==> src/rtl/ps2tx_pkg.sv <==
package ps2tx_pkg;

  typedef enum logic [2:0] {
    TX_IDLE    = 3'd0,
    TX_INHIBIT = 3'd1,
    TX_SEIZE   = 3'd2,
    TX_XFER    = 3'd3,
    TX_ABORT   = 3'd4
  } tx_state_e;

  localparam int BYTE_W     = 8;
  localparam int FRAME_BITS = BYTE_W + 2;  // data, parity, stop

  function automatic logic odd_parity(input logic [BYTE_W-1:0] b);
    return ~^b;
  endfunction

endpackage

==> src/rtl/ps2_line_sync.sv <==
module ps2_line_sync #(
  parameter int   STAGES  = 2,
  parameter logic RST_VAL = 1'b1
) (
  input  logic clk,
  input  logic rst_n,
  input  logic line_i,
  output logic level_o,
  output logic fall_o
);

  // pipe[STAGES-1] is the synchronized level, pipe[STAGES] its previous value
  logic [STAGES:0] pipe;

  always_ff @(posedge clk or negedge rst_n) begin
    if (!rst_n) pipe <= {(STAGES+1){RST_VAL}};
    else        pipe <= {pipe[STAGES-1:0], line_i};
  end

  assign level_o = pipe[STAGES-1];
  assign fall_o  = pipe[STAGES] & ~pipe[STAGES-1];

endmodule

==> src/rtl/ps2_tx_timer.sv <==
module ps2_tx_timer #(
  parameter int W = 16
) (
  input  logic         clk,
  input  logic         rst_n,
  input  logic         load_i,
  input  logic [W-1:0] load_val_i,
  input  logic         dec_i,
  output logic         zero_o
);

  logic [W-1:0] cnt_q, cnt_d;

  always_comb begin
    cnt_d = cnt_q;
    if (load_i)     cnt_d = load_val_i;
    else if (dec_i) cnt_d = cnt_q - 1'b1;
  end

  always_ff @(posedge clk or negedge rst_n) begin
    if (!rst_n) cnt_q <= '0;
    else        cnt_q <= cnt_d;
  end

  assign zero_o = (cnt_q == '0);

endmodule

==> src/rtl/ps2_tx_frame.sv <==
module ps2_tx_frame
  import ps2tx_pkg::*;
(
  input  logic              clk,
  input  logic              rst_n,
  input  logic              load_i,
  input  logic [BYTE_W-1:0] byte_i,
  input  logic              adv_i,
  output logic              bit_o,
  output logic              first_o,
  output logic              last_o
);

  localparam int CW = $clog2(FRAME_BITS + 1);

  logic [FRAME_BITS-1:0] sreg_q, sreg_d;
  logic                  cur_q, cur_d;
  logic [CW-1:0]         cnt_q, cnt_d;

  always_comb begin
    sreg_d = sreg_q;
    cur_d  = cur_q;
    cnt_d  = cnt_q;
    if (load_i) begin
      sreg_d = {1'b1, odd_parity(byte_i), byte_i};
      cur_d  = 1'b0;  // start bit
      cnt_d  = '0;
    end else if (adv_i) begin
      sreg_d = {1'b1, sreg_q[FRAME_BITS-1:1]};
      cur_d  = sreg_q[0];
      cnt_d  = cnt_q + 1'b1;
    end
  end

  always_ff @(posedge clk or negedge rst_n) begin
    if (!rst_n) begin
      sreg_q <= '1;
      cur_q  <= 1'b1;
      cnt_q  <= '0;
    end else begin
      sreg_q <= sreg_d;
      cur_q  <= cur_d;
      cnt_q  <= cnt_d;
    end
  end

  assign bit_o   = cur_q;
  assign first_o = (cnt_q == '0);
  assign last_o  = (cnt_q == CW'(FRAME_BITS));

endmodule

==> src/rtl/ps2_cmd_tx.sv <==
module ps2_cmd_tx
  import ps2tx_pkg::*;
#(
  parameter int CYC_PER_US = 100,
  parameter int INHIBIT_US = 110,
  parameter int TIMEOUT_US = 15000
) (
  input  logic              clk,
  input  logic              rst_n,
  input  logic              start_i,
  input  logic [BYTE_W-1:0] cmd_i,
  input  logic              abort_i,
  input  logic              ps2_clk_i,
  input  logic              ps2_dat_i,
  output logic              clk_drive_low_o,
  output logic              dat_drive_low_o,
  output logic              busy_o,
  output logic              done_o,
  output logic              nack_o,
  output logic              timeout_o
);

  localparam int INH_CYC = CYC_PER_US * INHIBIT_US;
  localparam int TMO_CYC = CYC_PER_US * TIMEOUT_US;
  localparam int MAX_CYC = (INH_CYC > TMO_CYC) ? INH_CYC : TMO_CYC;
  localparam int TW      = $clog2(MAX_CYC + 1);

  // reset: asserted asynchronously, released on the clock
  logic [1:0] rst_pipe;
  logic       rst_int_n;

  always_ff @(posedge clk or negedge rst_n) begin
    if (!rst_n) rst_pipe <= '0;
    else        rst_pipe <= {rst_pipe[0], 1'b1};
  end
  assign rst_int_n = rst_pipe[1];

  // line synchronizers
  logic clk_lvl, clk_fall, dat_lvl, dat_fall;

  ps2_line_sync #(.STAGES(2), .RST_VAL(1'b1)) u_sync_clk (
    .clk(clk), .rst_n(rst_int_n), .line_i(ps2_clk_i),
    .level_o(clk_lvl), .fall_o(clk_fall)
  );

  ps2_line_sync #(.STAGES(2), .RST_VAL(1'b1)) u_sync_dat (
    .clk(clk), .rst_n(rst_int_n), .line_i(ps2_dat_i),
    .level_o(dat_lvl), .fall_o(dat_fall)
  );

  // timer and frame shifter
  logic          tmr_load, tmr_dec, tmr_zero;
  logic [TW-1:0] tmr_val;

  ps2_tx_timer #(.W(TW)) u_timer (
    .clk(clk), .rst_n(rst_int_n), .load_i(tmr_load), .load_val_i(tmr_val),
    .dec_i(tmr_dec), .zero_o(tmr_zero)
  );

  logic frm_load, frm_adv, frm_bit, frm_first, frm_last;

  ps2_tx_frame u_frame (
    .clk(clk), .rst_n(rst_int_n), .load_i(frm_load), .byte_i(cmd_i),
    .adv_i(frm_adv), .bit_o(frm_bit), .first_o(frm_first), .last_o(frm_last)
  );

  // control
  tx_state_e state_q, state_d;
  logic      done_d, nack_d, tmo_d;
  logic      done_q, nack_q, tmo_q;

  always_comb begin
    state_d  = state_q;
    tmr_load = 1'b0;
    tmr_dec  = 1'b0;
    tmr_val  = TW'(INH_CYC - 1);
    frm_load = 1'b0;
    frm_adv  = 1'b0;
    done_d   = 1'b0;
    nack_d   = 1'b0;
    tmo_d    = 1'b0;
    unique case (state_q)
      TX_IDLE: begin
        if (start_i) begin
          state_d  = TX_INHIBIT;
          tmr_load = 1'b1;
          frm_load = 1'b1;
        end
      end
      TX_INHIBIT: begin
        if (abort_i) begin
          state_d  = TX_ABORT;
          tmr_load = 1'b1;
        end else if (tmr_zero) begin
          state_d = TX_SEIZE;
        end else begin
          tmr_dec = 1'b1;
        end
      end
      TX_SEIZE: begin
        if (abort_i) begin
          state_d  = TX_ABORT;
          tmr_load = 1'b1;
        end else begin
          state_d  = TX_XFER;
          tmr_load = 1'b1;
          tmr_val  = TW'(TMO_CYC - 1);
        end
      end
      TX_XFER: begin
        if (abort_i) begin
          state_d  = TX_ABORT;
          tmr_load = 1'b1;
        end else if (clk_fall) begin
          if (frm_last) begin
            state_d = TX_IDLE;
            done_d  = ~dat_lvl;
            nack_d  = dat_lvl;
          end else begin
            frm_adv = 1'b1;
          end
        end else if (frm_first) begin
          if (tmr_zero) begin
            state_d = TX_IDLE;
            tmo_d   = 1'b1;
          end else begin
            tmr_dec = 1'b1;
          end
        end
      end
      TX_ABORT: begin
        if (tmr_zero) state_d = TX_IDLE;
        else          tmr_dec = 1'b1;
      end
      default: state_d = TX_IDLE;
    endcase
  end

  always_ff @(posedge clk or negedge rst_int_n) begin
    if (!rst_int_n) begin
      state_q <= TX_IDLE;
      done_q  <= 1'b0;
      nack_q  <= 1'b0;
      tmo_q   <= 1'b0;
    end else begin
      state_q <= state_d;
      done_q  <= done_d;
      nack_q  <= nack_d;
      tmo_q   <= tmo_d;
    end
  end

  assign clk_drive_low_o = (state_q == TX_INHIBIT) || (state_q == TX_SEIZE) ||
                           (state_q == TX_ABORT);
  assign dat_drive_low_o = (state_q == TX_SEIZE) || ((state_q == TX_XFER) && !frm_bit);
  assign busy_o          = (state_q != TX_IDLE);
  assign done_o          = done_q;
  assign nack_o          = nack_q;
  assign timeout_o       = tmo_q;

  // the data line never shows a falling edge the block acts on
  logic unused_ok;
  assign unused_ok = dat_fall & clk_lvl;

endmodule

==> config.mk <==
export PLATFORM = sky130hd
export DESIGN_NAME = ps2_cmd_tx
export DESIGN_NICKNAME = d
export VERILOG_FILES = /design/src/rtl/ps2tx_pkg.sv /design/src/rtl/ps2_line_sync.sv /design/src/rtl/ps2_tx_timer.sv /design/src/rtl/ps2_tx_frame.sv /design/src/rtl/ps2_cmd_tx.sv
export SDC_FILE = /design/constraint.sdc
export NUM_CORES = 1
export LEC_CHECK = 0
export BUFFER_PORTS_ARGS = -buffer_cell sky130_fd_sc_hd__clkbuf_2
export CAP_MARGIN = 20
export CORE_UTILIZATION = 32
export CTS_CLUSTER_DIAMETER = 200
export CTS_CLUSTER_SIZE = 14
export DETAILED_ROUTE_END_ITERATION = 6
export GPL_TIMING_DRIVEN = 1
export HOLD_SLACK_MARGIN = 0.03
export SLEW_MARGIN = 10
export SYNTH_ARGS = -nofsm -noshare
export SYNTH_HDL_FRONTEND = slang
export SYNTH_SLANG_ARGS = --single-unit
export TNS_END_PERCENT = 30
==> constraint.sdc <==
create_clock -name clk -period 2.9 [get_ports clk]
set_input_delay 0.58 -clock clk [delete_from_list [all_inputs] [get_ports clk]]
set_output_delay 0.58 -clock clk [all_outputs]
set_load 0.02 [all_outputs]
# Yosys cells after proc, flatten, opt, wreduce, memory -nomap -nowiden
# Index checks and enable logic that the tools add are counted.
# classes
n_reduce_logical	14
mux	47
bitwise_logic	3
n_addsub	2
eq_ne	9
# op_table
op	count
21-bit two-way mux	4
1-bit two-way mux	27
3-bit two-way mux	9
21-bit logical NOT	1
21-bit by 1-bit subtractor with 21-bit output, second input constant	1
10-bit two-way mux	2
3-bit one-hot mux with 5 select lines	1
4-bit two-way mux	2
4-bit inequality test, second input constant	2
8-bit XNOR reduction	1
3-bit by 2-bit == test with 1-bit output, second input constant	2
1-bit one-hot mux with 3 select lines	2
4-bit by 1-bit adder with 4-bit output, second input constant	1
4-bit == test, second input constant	1
4-bit logical NOT	1
4-bit AND reduction	1
2-bit nonzero test	2
3-bit by 1-bit == test with 1-bit output, second input constant	1
3-bit == test, second input constant	1
3-bit logical NOT	1
1-bit logical OR	3
3-bit inequality test, second input constant	1
3-bit nonzero test	1
2-bit inequality test, second input constant	1
5 further kinds	6
# totals
register_bits	49
out_inout_bits	6
input_bits	14
wordCells	86

# Logic depth before layout (Yosys ltp)
# logic_depth
depth_word	8
depth_mapped	9
depth_no_buf	7

# Cells and area by module
# A second synthesis with hierarchy kept.
# hier_totals
cells_unflattened	269
area_unflattened_um2	2611.3
# by_module_without_submodules
mod	area_each_um2	cells_per_inst	n_inst
ps2_tx_timer	1214.9	137	1
ps2_tx_frame	739.5	71	1
ps2_cmd_tx	471.7	53	1
ps2_line_sync	92.6	4	2

# Worst setup path after synthesis
# OpenSTA, ideal clock, no wires.
# synth_timing
kind	register to register
startpoint	register u_frame.cnt_q[0]
endpoint	register u_timer.cnt_q[6]
t_required_ns	2.775
stages_incl_launch_ff	9
arrival_ns	2.221
n_path_buf	1
period_less_slack_ns	2.347
setup_time_ns	0.125
path_slack_ns	0.553
cell_sequence	dfrtp_1 inv_1 ha_1 or3b_4 or3b_1 buf_2 a22o_4 or4_4 mux2i_1
# synth_between
elab_chain_len	6
# synth_rtl
element	line	rtl
start, declared	ps2_tx_frame.sv:18	logic [CW-1:0] cnt_q, cnt_d;
start signal, assigned	ps2_tx_frame.sv:43	cnt_q <= cnt_d;
4-bit logical NOT	ps2_tx_frame.sv:48	assign first_o = (cnt_q == '0);
1-bit two-way mux	ps2_cmd_tx.sv:122	end else if (frm_first) begin
1-bit two-way mux	ps2_cmd_tx.sv:114	end else if (clk_fall) begin
1-bit two-way mux	ps2_cmd_tx.sv:111	if (abort_i) begin
1-bit one-hot mux with 3 select lines	ps2_cmd_tx.sv:82	unique case (state_q)
2-bit nonzero test (no line)	--	
end signal, assigned	ps2_tx_timer.sv:22	else cnt_q <= cnt_d;
end, declared	ps2_tx_timer.sv:12	logic [W-1:0] cnt_q, cnt_d;
# Every way passes these cells.
# A chain may end at the register's enable or synchronous reset.

# Worst setup path after layout
# layout_timing
startpoint	register u_frame.cnt_q[0]
endpoint	register u_timer.cnt_q[5]
# The elaborated chain is that of the path after synthesis.

==> results_dict.tcl <==
set metrics [dict create \
    p_leak_nw 1.19 \
    core_area_um2 7450 \
    die_area_um2 8230 \
    synth_nets 275 \
    overflow 0 \
    cts_max_path_buffers 2 \
    outcome "completed" \
    vias 1902 \
    async_flop_share_pct 100 \
    ir_drop_uv 259 \
    clock_latency_ps 300 \
    cts_tree "built" \
    postCtsResizedCells 0 \
    finalHoldViolations 0 \
    powerDensity_nw_per_um2 675 \
    cp-start-kind "flip-flop" \
    num_rows 31 \
    numCtsBuffers 5 \
    fin_hold_ws_ps 270 \
    layout_commonest_cell "dfrtp_1" \
    area_growth_pct 13.1 \
    gp_congestion 0.806 \
    wirelength_um 4900 \
    end_kind "flip-flop" \
    initial_utilization_pct 33.8 \
    drt_first_iter_violations 119 \
    multi_input_area_um2 1220 \
    r2r_start "u_frame.cnt_q[0]" \
    io_buffers 19 \
    timing.rr.end "u_timer.cnt_q[5]" \
    synth-edff-count 0 \
    setup-tns-final_ps 0 \
    ys_types 56 \
    layout.nets 295 \
    rsz0062_at_grt "false" \
    h-tree-depth 2 \
    io_pins 20 \
    clock_sinks 48 \
    track_usage_pct 12.8 \
    ys_top_cells_by_area "dfrtp_1 (33%), dfstp_2 (16%), mux2i_1 (4.0%)" \
    fin_skew_ps 4.66 \
    slowest_delay_ps 470 \
    wl_per_cell_um 13.0 \
    synth-seq-area-share_pct 48.4 \
    ctsHoldBuffers 0 \
    setup_viol 0 \
    r2r_slack_ps 370 \
    antenna_left 0 \
    antenna_found_initial 0 \
    grt_pass1_vias 1795 \
    slowest_stage "or3b_1" \
    worstRegToRegCells 8 \
    worst_pin_slew_ps 710 \
    synth_top_area_share_pct 32.8 \
    min_path_type "flip-flop to async pin" \
    fin_crit_sh_pct 87.4 \
    syn_area_um2 2520 \
    cts_root_buf "clkbuf_8" \
    via_per_inst 5.05 \
    seqCellArea_um2 1220 \
    layout_min_cycle_time_ps 2530 \
    grt_max_degree 47 \
    path_class "flip-flop to flip-flop" \
    worstPathRequired_ps 3090 \
    hpwl_um 3410 \
    cp.arrival_ps 2720 \
    slew_viol_final 0 \
    cts_setup_buffers 0 \
    path_cells "inv_1 -> ha_1 -> or3b_4 -> or3b_1 -> a22oi_2 -> buf_4 -> o22ai_1 -> a221o_1" \
    synth_area_per_cell_um2 9.81 \
    synth_area_leader_cell "dfrtp_1" \
    grt_pass1_wl_um 8520 \
    relSlewSlack_pct 52.7 \
    clkTransAtPathRegs_ps 90 \
    max_cap_viol_count 0 \
    fillers 768 \
    critPathMaxFanout 28 \
    yosys_register_bits 48 \
    die_x_um 90.7 \
    synth-main-ff-cell "dfrtp_1" \
    synthCells 257 \
    synth_warnings 0 \
    mostFrequentLayoutCells "dfrtp_1 (32), nor2_1 (23), nand2_1 (21)" \
    drt_pre_antenna_iters 4 \
    drc_errors 0 \
    die-height_um 90.7 \
    drive_gt1_share_pct 21.2 \
    fmax_ghz 0.395 \
    num_antenna_cells 0 \
]
==> cell type report <==
type,instances,area share (%)
multi-input cells,189,42.9
clock inverters,2,0.439
well taps,99,4.35
repair buffers,26,5.97
flip-flops and latches,48,42.9
clock buffers,6,2.55
inverters,7,0.922
==> state kept, by name, summed over array words and instances, names as in the netlist <==
register / cells
u_sync_dat.pipe: 2
u_frame.sreg_q: 9
u_timer.cnt_q: 21
done_o: 1
timeout_o: 1
u_sync_clk.pipe: 3
nack_o: 1
state_q: 3
u_frame.bit_o: 1
rst_pipe: 2
u_frame.cnt_q: 4
==> cells in the mapped netlist (7+ instances only) <==
cell type   n
inv_1       7
o21ai_0    12
clkbuf_1    7
dfrtp_1    33
a31oi_1     7
mux2i_1    10
xnor2_1    10
nor2_1     23
dfstp_2    15
nor3_1     17
a21oi_1    13
nand2_1    21
==> critical path, delay by kind of cell, from the launching register on <==
family,cells,cell delay (ps)
AND/OR/NAND/NOR,2,850
buffers and inverters,2,390
flip-flops,1,430
adder cells (fa/ha/maj),1,130
AO/OA/AOI/OAI,3,610
==> how the worst max path moves through the flow <==
stage	startpoint	endpoint	slack, ps
floorplan	u_frame.cnt_q[0]	u_timer.cnt_q[6]	550
global placement	abort_i	u_timer.cnt_q[5]	450
detailed placement	abort_i	u_timer.cnt_q[5]	380
CTS	u_frame.cnt_q[0]	u_timer.cnt_q[5]	370
global route	u_frame.cnt_q[0]	u_timer.cnt_q[5]	250
finish	u_frame.cnt_q[0]	u_timer.cnt_q[5]	370
==> per-layer routing <==
metal	track usage, %	share of wire [%]	vias to the layer above
met4	3.63	0.86	0
met5	0	0	-
li1	-	-	983
met1	16.8	48	890
met2	21.1	49	24
met3	2.78	2.4	5
==> report_power, final <==
group          switching [mW]  internal (mW)  total (mW)
Clock                   0.226          0.169       0.395
Sequential              0.106          0.820       0.926
Combinational           0.370          0.232       0.601
Total                   0.702           1.22        1.92
==> stage by stage <==
step / utilization (%) / instances / setup slack, ps / total power, mW / instance area, um2
2_1_floorplan: - / 257 / 553 / 1.39 / 2520
3_3_place_gp: 36.6 / 367 / 448 / 1.53 / 2730
3_5_place_dp: 36.6 / 367 / 378 / 1.53 / 2730
4_1_cts: 37.8 / 375 / 372 / 1.95 / 2810
5_1_grt: 38.3 / 377 / 249 / 2.06 / 2850
6_report: 38.3 / 377 / 366 / 1.92 / 2850
==> logic make-up after synthesis <==
logic type | synth area share, %
and+or+nand+nor | 21.3
AOI/OAI and AO/OA | 16.7
DFF | 48.4
buffers and inverters | 3.33
xor gates and xnor gates | 4.17
muxes | 3.97
adders and majority gates | 1.99
other | 0.149
(Power assumes the default switching activity.)
